--- src/rtl/tuner_pkg.sv ---
package tuner_pkg;
  localparam int unsigned DW  = 10;          // sample and reference width
  localparam int unsigned PW  = 26;          // phase accumulator width
  localparam int unsigned LW  = 10;          // table index width
  localparam int unsigned QB  = LW - 2;      // quarter-wave index width
  localparam int unsigned QN  = 1 << QB;     // quarter-wave span
  localparam int unsigned SH  = DW - 1;      // product rescale
  localparam int unsigned LAT = 2;           // datapath latency
  localparam int          AMP = (1 << (DW - 1)) - 1;

  // quarter-wave sine, QN+1 points including the peak
  function automatic logic [(QN+1)*DW-1:0] quarter_tab();
    logic [(QN+1)*DW-1:0] t;
    real r;
    t = '0;
    for (int j = 0; j <= int'(QN); j++) begin
      r = real'(AMP) * $sin(2.0 * 3.14159265358979323846 * real'(j) / real'(4 * QN));
      t[j*DW +: DW] = DW'($rtoi(r + 0.5));
    end
    return t;
  endfunction
endpackage

--- src/rtl/tuner_fmt.sv ---
module tuner_fmt
  import tuner_pkg::*;
(
  input  logic                 clk_i,
  input  logic                 rst_ni,
  input  logic [DW-1:0]        code_i,
  output logic signed [DW-1:0] x_o
);
  always_ff @(posedge clk_i or negedge rst_ni) begin
    if (!rst_ni) x_o <= '0;
    else         x_o <= {~code_i[DW-1], code_i[DW-2:0]};
  end
endmodule

--- src/rtl/tuner_nco.sv ---
module tuner_nco
  import tuner_pkg::*;
(
  input  logic                 clk_i,
  input  logic                 rst_ni,
  input  logic [PW-1:0]        tw_i,
  output logic signed [DW-1:0] cos_o,
  output logic signed [DW-1:0] nsin_o
);
  localparam logic [(QN+1)*DW-1:0] TAB = quarter_tab();

  logic [PW-1:0] phase_q;
  logic [LW-1:0] idx_s, idx_c;

  always_ff @(posedge clk_i or negedge rst_ni) begin
    if (!rst_ni) phase_q <= '0;
    else         phase_q <= phase_q + tw_i;
  end

  assign idx_s = phase_q[PW-1 -: LW];
  assign idx_c = idx_s + LW'(QN);

  function automatic logic signed [DW-1:0] lookup(input logic [LW-1:0] p);
    logic [QB:0]          j;
    logic signed [DW-1:0] v;
    j = p[LW-2] ? ((QB+1)'(QN) - {1'b0, p[QB-1:0]}) : {1'b0, p[QB-1:0]};
    v = TAB[int'(j)*DW +: DW];
    return p[LW-1] ? -v : v;
  endfunction

  always_ff @(posedge clk_i or negedge rst_ni) begin
    if (!rst_ni) begin
      cos_o  <= '0;
      nsin_o <= '0;
    end else begin
      cos_o  <= lookup(idx_c);
      nsin_o <= -lookup(idx_s);
    end
  end
endmodule

--- src/rtl/tuner_mix.sv ---
module tuner_mix
  import tuner_pkg::*;
(
  input  logic                 clk_i,
  input  logic                 rst_ni,
  input  logic signed [DW-1:0] x_i,
  input  logic signed [DW-1:0] c_i,
  output logic signed [DW-1:0] y_o
);
  localparam int unsigned PWD = 2 * DW + 1;
  localparam logic signed [PWD-1:0] HI  = PWD'(AMP);
  localparam logic signed [PWD-1:0] LO  = -HI - PWD'(1);
  localparam logic signed [PWD-1:0] RND = PWD'(1) <<< (SH - 1);

  logic signed [2*DW-1:0] prod;
  logic signed [PWD-1:0]  rnd, scl;
  logic signed [DW-1:0]   sat;

  assign prod = x_i * c_i;
  assign rnd  = {prod[2*DW-1], prod} + RND;
  assign scl  = rnd >>> SH;

  always_comb begin
    if (scl > HI)      sat = HI[DW-1:0];
    else if (scl < LO) sat = LO[DW-1:0];
    else               sat = scl[DW-1:0];
  end

  always_ff @(posedge clk_i or negedge rst_ni) begin
    if (!rst_ni) y_o <= '0;
    else         y_o <= sat;
  end
endmodule

--- src/rtl/tuner_top.sv ---
module tuner_top
  import tuner_pkg::*;
(
  input  logic                 clk_i,
  input  logic                 rst_ni,
  input  logic [DW-1:0]        adc_i,
  input  logic                 valid_i,
  input  logic [PW-1:0]        tw_i,
  output logic signed [DW-1:0] i_o,
  output logic signed [DW-1:0] q_o,
  output logic                 valid_o
);
  logic signed [DW-1:0] x_s, cos_s, nsin_s;
  logic [LAT-1:0]       vld_q;

  tuner_fmt u_fmt (.clk_i, .rst_ni, .code_i(adc_i), .x_o(x_s));
  tuner_nco u_nco (.clk_i, .rst_ni, .tw_i, .cos_o(cos_s), .nsin_o(nsin_s));
  tuner_mix u_mix_i (.clk_i, .rst_ni, .x_i(x_s), .c_i(cos_s),  .y_o(i_o));
  tuner_mix u_mix_q (.clk_i, .rst_ni, .x_i(x_s), .c_i(nsin_s), .y_o(q_o));

  always_ff @(posedge clk_i or negedge rst_ni) begin
    if (!rst_ni) vld_q <= '0;
    else         vld_q <= {vld_q[LAT-2:0], valid_i};
  end
  assign valid_o = vld_q[LAT-1];
endmodule

--- config.mk ---
export PLATFORM = sky130hd
export DESIGN_NAME = tuner_top
export DESIGN_NICKNAME = d
export VERILOG_FILES = /design/src/rtl/tuner_pkg.sv /design/src/rtl/tuner_fmt.sv /design/src/rtl/tuner_nco.sv /design/src/rtl/tuner_mix.sv /design/src/rtl/tuner_top.sv
export SDC_FILE = /design/constraint.sdc
export NUM_CORES = 1
export LEC_CHECK = 0
export ABC_AREA = 1
export ABC_CLOCK_PERIOD_IN_PS = 5300
export BUFFER_PORTS_ARGS = -buffer_cell sky130_fd_sc_hd__buf_2
export CAP_MARGIN = 20
export CORE_MARGIN = 1.5
export CORE_UTILIZATION = 60
export CTS_BUF_LIST = sky130_fd_sc_hd__clkbuf_8
export DETAILED_ROUTE_END_ITERATION = 16
export PLACE_DENSITY_LB_ADDON = 0.1
export SLEW_MARGIN = 20
export SYNTH_ARGS = -nofsm -noshare
export SYNTH_HDL_FRONTEND = slang
export SYNTH_SLANG_ARGS = --single-unit
--- constraint.sdc ---
create_clock -name clk_i -period 5.3 [get_ports clk_i]
set_clock_uncertainty 0.15 [all_clocks]
set_input_delay 1.06 -clock clk_i [delete_from_list [all_inputs] [get_ports clk_i]]
set_output_delay 1.06 -clock clk_i [all_outputs]
set_load 0.02 [all_outputs]
==> results of run 1 <==
-- flip-flops by register name, summed over array words and instances, names as in the netlist --
| signal | flops |
|---|---|
| u_fmt.x_o | 10 |
| u_mix_i.y_o | 10 |
| u_mix_q.y_o | 10 |
| u_nco.cos_o | 10 |
| u_nco.nsin_o | 10 |
| u_nco.phase_q | 26 |
| vld_q | 2 |
-- logic make-up after synthesis --
kind of cell / Yosys count
xor+xnor: 69
buf+inv: 533
compound gates: 227
flops: 78
fa+ha+maj: 325
simple gates: 1044
-- repair_timing --
item	in CTS	in global routing
hold endpoints to repair	0	0
hold buffers	0	0
pin swaps	56	48
endpoints found under the setup margin	20	20
setup buffers	19	4
cloned	3	0
gates resized for setup	76	80
-- layout make-up --
cell class	instances	area share
clock inverter	7	0.00364
tap	335	0.0230
timing repair buffer	234	0.0939
inverter	447	0.0921
multi-input combinational	1667	0.673
sequential	78	0.108
clock buffer	9	0.00680
-- per-stage QoR --
| stage | hold slack (ps) | area [um^2] | TNS (ps) | utilization |
|---|---|---|---|---|
| 2_1_floorplan | 181 | 15900 | 0 | - |
| 3_3_place_gp | 185 | 17300 | -3360 | 0.666 |
| 3_5_place_dp | 189 | 17300 | -5010 | 0.666 |
| 4_1_cts | 208 | 17900 | -305 | 0.690 |
| 5_1_grt | 226 | 18200 | -6030 | 0.703 |
| 6_report | 205 | 18200 | -2220 | 0.703 |
-- cell usage in the layout (no fill, tap or decap), types with 4 or more instances in the layout --
cell,Yosys,final
nand2_1,685,644
inv_1,433,414
fa_1,191,186
nand3_1,183,180
buf_4,6,154
ha_1,134,123
nor2_1,122,121
a21oi_1,90,77
o21ai_0,71,66
dfrtp_1,78,66
buf_2,23,58
xor2_1,49,44
nand2_2,8,43
inv_2,9,31
xnor2_1,20,20
buf_6,5,19
a21oi_2,1,14
nand4_1,13,13
dfrtp_2,0,12
ha_4,0,11
nor3_1,10,9
a31oi_1,10,9
nand2_4,3,9
o21ai_1,8,9
clkbuf_8,0,9
nor2_2,7,8
nand3_2,6,8
o21ai_2,4,8
o211ai_1,5,5
fa_2,0,5
clkinv_1,5,4
o21bai_1,6,4
o21a_1,4,4
a21o_1,4,4
-- final timing paths --
| kind | slack [ps] | cells after the start | endpoint | startpoint |
|---|---|---|---|---|
| worst max-delay path | -200 | 24 | u_mix_i.y_o[7] | u_fmt.x_o[4] |
| worst max register to register | -200 | 24 | u_mix_i.y_o[7] | u_fmt.x_o[4] |
| max in group asynchronous | 3500 | 2 | u_nco.nsin_o[3] | rst_ni |
| worst min-delay path | 200 | 0 | vld_q[1] | vld_q[0] |
| min in group asynchronous | 510 | 1 | u_nco.phase_q[8] | rst_ni |
| worst min register to register | 200 | 0 | vld_q[1] | vld_q[0] |
-- synth_stat cells, types with 9 or more instances --
cell type / instances / area (um^2)
ha_1: 134 / 1680
fa_1: 191 / 3820
nand3_1: 183 / 916
buf_2: 23 / 115
o21ai_0: 71 / 355
xor2_1: 49 / 429
inv_1: 433 / 1630
nand2_1: 685 / 2570
nor3_1: 10 / 50.1
nor2_1: 122 / 458
nand4_1: 13 / 81.3
xnor2_1: 20 / 175
dfrtp_1: 78 / 1950
a21oi_1: 90 / 450
inv_2: 9 / 33.8
a31oi_1: 10 / 62.6
clkbuf_1: 51 / 191
-- metal layers --
| layer | wire [um] | up-vias | part of all wire |
|---|---|---|---|
| met1 | 17700 | 7139 | 0.42 |
| met4 | 1620 | 0 | 0.039 |
| met5 | 0 | - | 0 |
| met2 | 20400 | 532 | 0.49 |
| li1 | - | 7305 | - |
| met3 | 2220 | 118 | 0.053 |
==> flow_summary.html, run 1 <==
<table>
<tr><th>Metric</th><th>Value</th></tr>
<tr><th colspan="2">Setup path</th></tr>
<tr><td>Critical path data arrival time</td><td>around 5600 ps</td></tr>
<tr><td>Kind of critical path</td><td>flop to flop</td></tr>
<tr><td>CP endpoint kind</td><td>flop</td></tr>
<tr><td>Delay-heaviest family, CP</td><td>adder cells</td></tr>
<tr><td>Crit-path cells</td><td>buf_6, buf_4, nand2_1, inv_1, fa_1, fa_1, fa_1, fa_1, inv_1, fa_1, inv_1, ha_4, a21oi_2, a21boi_2, o21ai_2, nand3_2, nand2_2, nand2_2, nand3_4, xor2_4, buf_6, nand2_8, nand2_4, nand2_2</td></tr>
<tr><td>Critical Path RT</td><td>between 5000 and 6000 ps</td></tr>
<tr><td>Buffer and inverter count on the worst path</td><td>6</td></tr>
<tr><td>Crit start category</td><td>flop</td></tr>
<tr><td>Top fanout value on the critical path</td><td>6</td></tr>
<tr><td>Critical path's slowest cell</td><td>fa_1</td></tr>
<tr><td>Cell seen most often among critical-path stages</td><td>fa_1</td></tr>
<tr><td>Slowest stage delay, CP</td><td>580 ps</td></tr>
<tr><th colspan="2">Logic synthesis</th></tr>
<tr><td>Fraction of the mapped netlist area in compound gates</td><td>0.0815</td></tr>
<tr><td>Synth Cell Area</td><td>15,800 um^2</td></tr>
<tr><td>Sequential fraction of the synthesis area</td><td>0.124</td></tr>
<tr><td>Largest family of logic cells by synthesized area</td><td>adder cells</td></tr>
<tr><td>Simple-gate share of the synthesized area</td><td>0.275</td></tr>
<tr><td>EDFF count, synth</td><td>0</td></tr>
<tr><td>Mapped Cells</td><td>2,276</td></tr>
<tr><td>Post-Synth XOR/XNOR Area</td><td>0.0384</td></tr>
<tr><td>Portion of netlist area occupied by mux cells</td><td>0</td></tr>
<tr><td>Average cell area after synthesis</td><td>6.92 um^2</td></tr>
<tr><td>Synthesized-area fraction occupied by adder cells</td><td>0.349</td></tr>
<tr><td>Most used flip-flop cell after synthesis</td><td>dfrtp_1</td></tr>
<tr><td>Synth Register Bits</td><td>78</td></tr>
<tr><td>Number of distinct library cells after synthesis</td><td>49</td></tr>
<tr><td>Proportion of register bits with asynchronous set or reset after synthesis</td><td>1.00</td></tr>
<tr><td>Net Count, Synth</td><td>2,640</td></tr>
<tr><td>Number of warnings reported in the yosys synthesis log</td><td>0</td></tr>
<tr><th colspan="2">STA</th></tr>
<tr><td>Final period utilization</td><td>1.04</td></tr>
<tr><td>Setup repair after global routing missed its margin</td><td>yes</td></tr>
<tr><td>Count of final hold-check violations</td><td>0</td></tr>
<tr><td>Max transition margin</td><td>0.505</td></tr>
<tr><td>Final critical delay including setup and external delays</td><td>~5500 ps</td></tr>
<tr><td>Finish-stage setup viols</td><td>19</td></tr>
<tr><td>Transition time at the pin with the least slew margin</td><td>742 ps</td></tr>
<tr><td>Slack of the critical path</td><td>-195 ps</td></tr>
<tr><td>Fmax</td><td>182 MHz</td></tr>
<tr><td>Count of pins over their slew limit</td><td>0</td></tr>
<tr><th colspan="2">Floorplanning</th></tr>
<tr><td>Total number of placement rows</td><td>59</td></tr>
<tr><td>Starting Density</td><td>0.608</td></tr>
<tr><td>Core area</td><td>25,900 um^2</td></tr>
<tr><td>Die width</td><td>165 um</td></tr>
<tr><td>Num ports</td><td>60</td></tr>
<tr><td>Die Y-Extent</td><td>165 um</td></tr>
<tr><td>Total Die Area</td><td>27,200 um^2</td></tr>
<tr><th colspan="2">Clock network</th></tr>
<tr><td>Total clock buffers created by CTS</td><td>9</td></tr>
<tr><td>Clk sinks</td><td>between 70 and 80</td></tr>
<tr><td>Maximum buffer depth of the clock tree</td><td>2</td></tr>
<tr><td>Cell at the root of the clock tree</td><td>clkbuf_8</td></tr>
<tr><td>Skew-Pair Late Insertion Delay</td><td>~380 ps</td></tr>
<tr><td>TritonCTS clock tree</td><td>built</td></tr>
<tr><td>Clock slew at reported path FFs</td><td>90 ps</td></tr>
<tr><td>H-tree levels</td><td>3</td></tr>
<tr><th colspan="2">Worst hold path</th></tr>
<tr><td>Type of the worst min-delay path</td><td>flop to flop</td></tr>
<tr><th colspan="2">Final layout</th></tr>
<tr><td>Ant. Diodes</td><td>0</td></tr>
<tr><td>Number of fill cells in the layout</td><td>2,171</td></tr>
<tr><td>Final net count</td><td>about 2,800</td></tr>
<tr><td>Multi-input combinational cell area</td><td>12,200 um^2</td></tr>
<tr><td>Fraction of final layout cells sized beyond drive strength 1</td><td>0.170</td></tr>
<tr><td>Count of placed standard cells in the final layout, fillers left out</td><td>2,777</td></tr>
<tr><td>Area growth from synthesis to layout</td><td>15.6%</td></tr>
<tr><td>Area used by sequential logic in the layout</td><td>1970 um^2</td></tr>
<tr><th colspan="2">Placement</th></tr>
<tr><td>Minimum setup slack after placement</td><td>-368 ps</td></tr>
<tr><td>Port Buffer Count</td><td>59</td></tr>
<tr><td>Hpwl dp</td><td>between 30,000 and 40,000 um</td></tr>
<tr><td>Final weighted congestion of routability-driven global placement</td><td>0.977</td></tr>
<tr><td>Cell count after placement</td><td>2,735</td></tr>
<tr><th colspan="2">Global route</th></tr>
<tr><td>First-pass GRT wire length</td><td>roughly 69,000 um</td></tr>
<tr><td>Vias in the first global route</td><td>around 15,000</td></tr>
<tr><td>Initial antenna violation count</td><td>0</td></tr>
<tr><td>Met3 track utilization from global routing</td><td>0.0342</td></tr>
<tr><td>Leftover overflow at the end of global routing</td><td>0</td></tr>
<tr><td>Pin count of the biggest net entering global routing</td><td>47</td></tr>
<tr><td>Met2 usage in global routing</td><td>0.541</td></tr>
<tr><td>Overall track demand over capacity in global routing</td><td>0.314</td></tr>
<tr><td>GR met1 Demand/Resource</td><td>0.402</td></tr>
<tr><td>Top Usage Layer GRT</td><td>met2</td></tr>
<tr><th colspan="2">Routing</th></tr>
<tr><td>Violation count after the first detailed-routing iteration</td><td>approximately 1,300</td></tr>
<tr><td>DRC errors left</td><td>0</td></tr>
<tr><td>Wire length reported by the detailed router</td><td>42,000 um</td></tr>
<tr><td>Number of detailed-routing iterations run before antenna repair</td><td>6</td></tr>
<tr><td>Routed Antenna Nets</td><td>0</td></tr>
<tr><td>Via Count</td><td>15,100</td></tr>
<tr><td>Post-DR wirelength/cell</td><td>15.1 um</td></tr>
<tr><td>Vias per cell</td><td>between 5 and 6</td></tr>
<tr><th colspan="2">Run</th></tr>
<tr><td>Number of maximum-capacitance constraint violations</td><td>0</td></tr>
<tr><th colspan="2">Outcome</th></tr>
<tr><td>Outcome</td><td>finished with violations</td></tr>
<tr><td>Violated checks</td><td>setup timing</td></tr>
</table>
Power of run 1 is left out: the tool's default activity adds up to more than one toggle a clock period on the data nets, which glitch-free logic cannot reach.
==> inputs of run 2 (changes only) <==
--- a/config.mk
+++ b/config.mk
@@ -13,7 +13,8 @@
 export CORE_UTILIZATION = 60
 export CTS_BUF_LIST = sky130_fd_sc_hd__clkbuf_8
 export DETAILED_ROUTE_END_ITERATION = 16
-export PLACE_DENSITY_LB_ADDON = 0.1
+export GPL_TIMING_DRIVEN = 0
+export PLACE_DENSITY = 0.81
 export SLEW_MARGIN = 20
 export SYNTH_ARGS = -nofsm -noshare
 export SYNTH_HDL_FRONTEND = slang
==> run 2 against run 1 <==
  * The run still ends with setup timing left
  * First-iteration DRC count grew 47%
  * Clock-buffer cell count is the same
  * Hold slack gained 11 ps
  * Via count grew 6.1%
  * Sequential cell count is the same
  * Core utilization shrank 1.4 points
  * Design area shrank 2.0%
==> flow_summary.html, run 2 (synthesized netlist as in run 1, its figures left out) <==
<table>
<tr><th>Metric</th><th>Value</th></tr>
<tr><th colspan="2">Outcome</th></tr>
<tr><td>Outcome</td><td>finished with violations</td></tr>
<tr><td>Violated checks</td><td>setup timing</td></tr>
<tr><th colspan="2">STA</th></tr>
<tr><td>Setup repair after global routing missed its margin</td><td>yes</td></tr>
<tr><td>Final critical delay including setup and external delays</td><td>5840 ps (+343 ps)</td></tr>
<tr><td>Max transition margin</td><td>0.548 (+0.0437)</td></tr>
<tr><td>Final period utilization</td><td>1.10 (+0.0647)</td></tr>
<tr><td>Fmax</td><td>171 MHz (-5.9%)</td></tr>
<tr><td>Count of final hold-check violations</td><td>0 (unchanged)</td></tr>
<tr><td>Count of pins over their slew limit</td><td>0 (unchanged)</td></tr>
<tr><td>Slack of the critical path</td><td>-538 ps (-343 ps)</td></tr>
<tr><td>Transition time at the pin with the least slew margin</td><td>677 ps (-64.7 ps)</td></tr>
<tr><td>Finish-stage setup viols</td><td>20 (+1)</td></tr>
<tr><th colspan="2">Setup path</th></tr>
<tr><td>Critical path data arrival time</td><td>5970 ps (+350 ps)</td></tr>
<tr><td>Cell seen most often among critical-path stages</td><td>fa_1</td></tr>
<tr><td>CP endpoint kind</td><td>flop</td></tr>
<tr><td>Critical path's slowest cell</td><td>fa_1</td></tr>
<tr><td>Top fanout value on the critical path</td><td>5 (-1)</td></tr>
<tr><td>Critical Path RT</td><td>5430 ps (about the same)</td></tr>
<tr><td>Crit start category</td><td>flop</td></tr>
<tr><td>Slowest stage delay, CP</td><td>580 ps (about the same)</td></tr>
<tr><td>Kind of critical path</td><td>flop to flop</td></tr>
<tr><th colspan="2">Final layout</th></tr>
<tr><td>Multi-input combinational cell area</td><td>12,200 um^2 (about the same)</td></tr>
<tr><td>Largest register FFs</td><td>26 (unchanged)</td></tr>
<tr><td>Final standard cell utilization of the core</td><td>0.689 (-0.0140)</td></tr>
<tr><td>Area growth from synthesis to layout</td><td>13.3%</td></tr>
<tr><td>Area used by sequential logic in the layout</td><td>1960 um^2 (-0.19%)</td></tr>
<tr><td>Number of fill cells in the layout</td><td>2,031 (-6.4%)</td></tr>
<tr><td>Final net count</td><td>2,759 (-1.5%)</td></tr>
<tr><td>Fraction of final layout cells sized beyond drive strength 1</td><td>0.142 (-0.0279)</td></tr>
<tr><td>Most common cell after layout, fill and taps aside</td><td>nand2_1</td></tr>
<tr><td>Largest reg by FF count</td><td>u_nco.phase_q</td></tr>
<tr><td>Commonest cells after routing, fill and taps aside</td><td>nand2_1, inv_1, fa_1</td></tr>
<tr><th colspan="2">Clock network</th></tr>
<tr><td>TritonCTS clock tree</td><td>built</td></tr>
<tr><td>Skew-Pair Late Insertion Delay</td><td>410 ps (+30 ps)</td></tr>
<tr><td>H-tree levels</td><td>3 (unchanged)</td></tr>
<tr><td>Total clock buffers created by CTS</td><td>9 (unchanged)</td></tr>
<tr><td>Clk sinks</td><td>78 (unchanged)</td></tr>
<tr><td>Cell at the root of the clock tree</td><td>clkbuf_8</td></tr>
<tr><td>Maximum buffer depth of the clock tree</td><td>2 (unchanged)</td></tr>
<tr><td>Clock slew at reported path FFs</td><td>130 ps (+40 ps)</td></tr>
<tr><th colspan="2">Placement</th></tr>
<tr><td>Final weighted congestion of routability-driven global placement</td><td>0.989 (+1.2%)</td></tr>
<tr><td>Hpwl dp</td><td>35,400 um (+8.2%)</td></tr>
<tr><td>Port Buffer Count</td><td>59 (unchanged)</td></tr>
<tr><th colspan="2">Routing</th></tr>
<tr><td>DRC errors left</td><td>0 (unchanged)</td></tr>
<tr><td>Via Count</td><td>16,000 (+6.1%)</td></tr>
<tr><td>Post-DR wirelength/cell</td><td>19.0 um (+26%)</td></tr>
<tr><td>Wire length reported by the detailed router</td><td>52,100 um (+24%)</td></tr>
<tr><td>Number of detailed-routing iterations run before antenna repair</td><td>7 (+1)</td></tr>
<tr><td>Routed Antenna Nets</td><td>0 (unchanged)</td></tr>
<tr><td>Violation count after the first detailed-routing iteration</td><td>1,846 (+47%)</td></tr>
<tr><td>Vias per cell</td><td>5.85 (+7.6%)</td></tr>
<tr><th colspan="2">Floorplanning</th></tr>
<tr><td>Starting Density</td><td>0.608 (unchanged)</td></tr>
<tr><td>Num ports</td><td>60 (unchanged)</td></tr>
<tr><td>Total number of placement rows</td><td>59 (unchanged)</td></tr>
<tr><td>Core area</td><td>25,900 um^2 (unchanged)</td></tr>
<tr><td>Total Die Area</td><td>27,200 um^2 (unchanged)</td></tr>
<tr><td>Die width</td><td>165 um (unchanged)</td></tr>
<tr><td>Die Y-Extent</td><td>165 um (unchanged)</td></tr>
<tr><th colspan="2">Global route</th></tr>
<tr><td>Leftover overflow at the end of global routing</td><td>0 (unchanged)</td></tr>
<tr><td>First-pass GRT wire length</td><td>77,200 um (+12%)</td></tr>
<tr><td>Vias in the first global route</td><td>15,500 (+5.5%)</td></tr>
<tr><td>Pin count of the biggest net entering global routing</td><td>58 (+23%)</td></tr>
<tr><td>Initial antenna violation count</td><td>3 (+3)</td></tr>
<tr><td>Overall track demand over capacity in global routing</td><td>0.364 (+0.0508)</td></tr>
<tr><th colspan="2">Worst hold path</th></tr>
<tr><td>Type of the worst min-delay path</td><td>flop to flop</td></tr>
<tr><th colspan="2">Run</th></tr>
<tr><td>Number of maximum-capacitance constraint violations</td><td>0 (unchanged)</td></tr>
</table>
## run 2: path summary, 6_finish.rpt
path / from / endpoint / slack (ps) / depth (start not counted)
worst min register to register: vld_q[0] / vld_q[1] / 220 / 0
worst max-delay path: u_fmt.x_o[6] / u_mix_q.y_o[7] / -540 / 26
worst min-delay path: vld_q[0] / vld_q[1] / 220 / 0
max in group asynchronous: rst_ni / u_nco.cos_o[5] / 3920 / 2
worst max register to register: u_fmt.x_o[6] / u_mix_q.y_o[7] / -540 / 26
min in group asynchronous: rst_ni / u_mix_q.y_o[1] / 390 / 1
## run 2: cell type report
| cell class | count | share of cell area |
|---|---|---|
| multi-input cells | 1668 | 0.686 |
| flip-flops and latches | 78 | 0.110 |
| inverters | 447 | 0.0941 |
| repair buffers | 114 | 0.0445 |
| plain buffers | 77 | 0.0320 |
| well taps | 335 | 0.0235 |
| clock buffers | 9 | 0.00694 |
| clock inverters | 7 | 0.00273 |
| diodes | 1 | 0.000140 |
## run 2: metrics by stage
stage	instance area, um^2	hold slack [ps]	setup WS, ps	cells	setup TNS [ps]
final	17800	216	-538	2736	-8080
after global routing	17800	228	-843	2735	-13530
after CTS	17500	219	-150	2721	-1640
after detailed placement	16600	195	-875	2671	-14200
after global placement	16600	182	-712	2670	-11280
after floorplan	15900	181	2.19	2276	0
## run 2: critical path: cells and delay by family (launching register included)
family / cells / cell delay (ps)
fa+ha+maj: 6 / 2900
simple gates: 9 / 820
buf+inv: 7 / 630
compound gates: 3 / 620
flops: 1 / 490
xor+xnor: 1 / 110
## run 2: layer usage
layer / track usage / vias up / wire (um)
li1: - / 7226 / -
met1: 0.470 / 7559 / 20100
met2: 0.602 / 946 / 24300
met3: 0.0519 / 273 / 4650
met4: 0.176 / 4 / 2970
met5: 0 / - / 25
## run 2: what timing repair did
action,CTS,global route
pin swaps,65,40
hold buffers,0,0
endpoints found under the setup margin,20,24
buffers inserted,41,16
gates resized for setup,103,71
gates cloned,2,1
Power of run 2 is left out for the same reason.
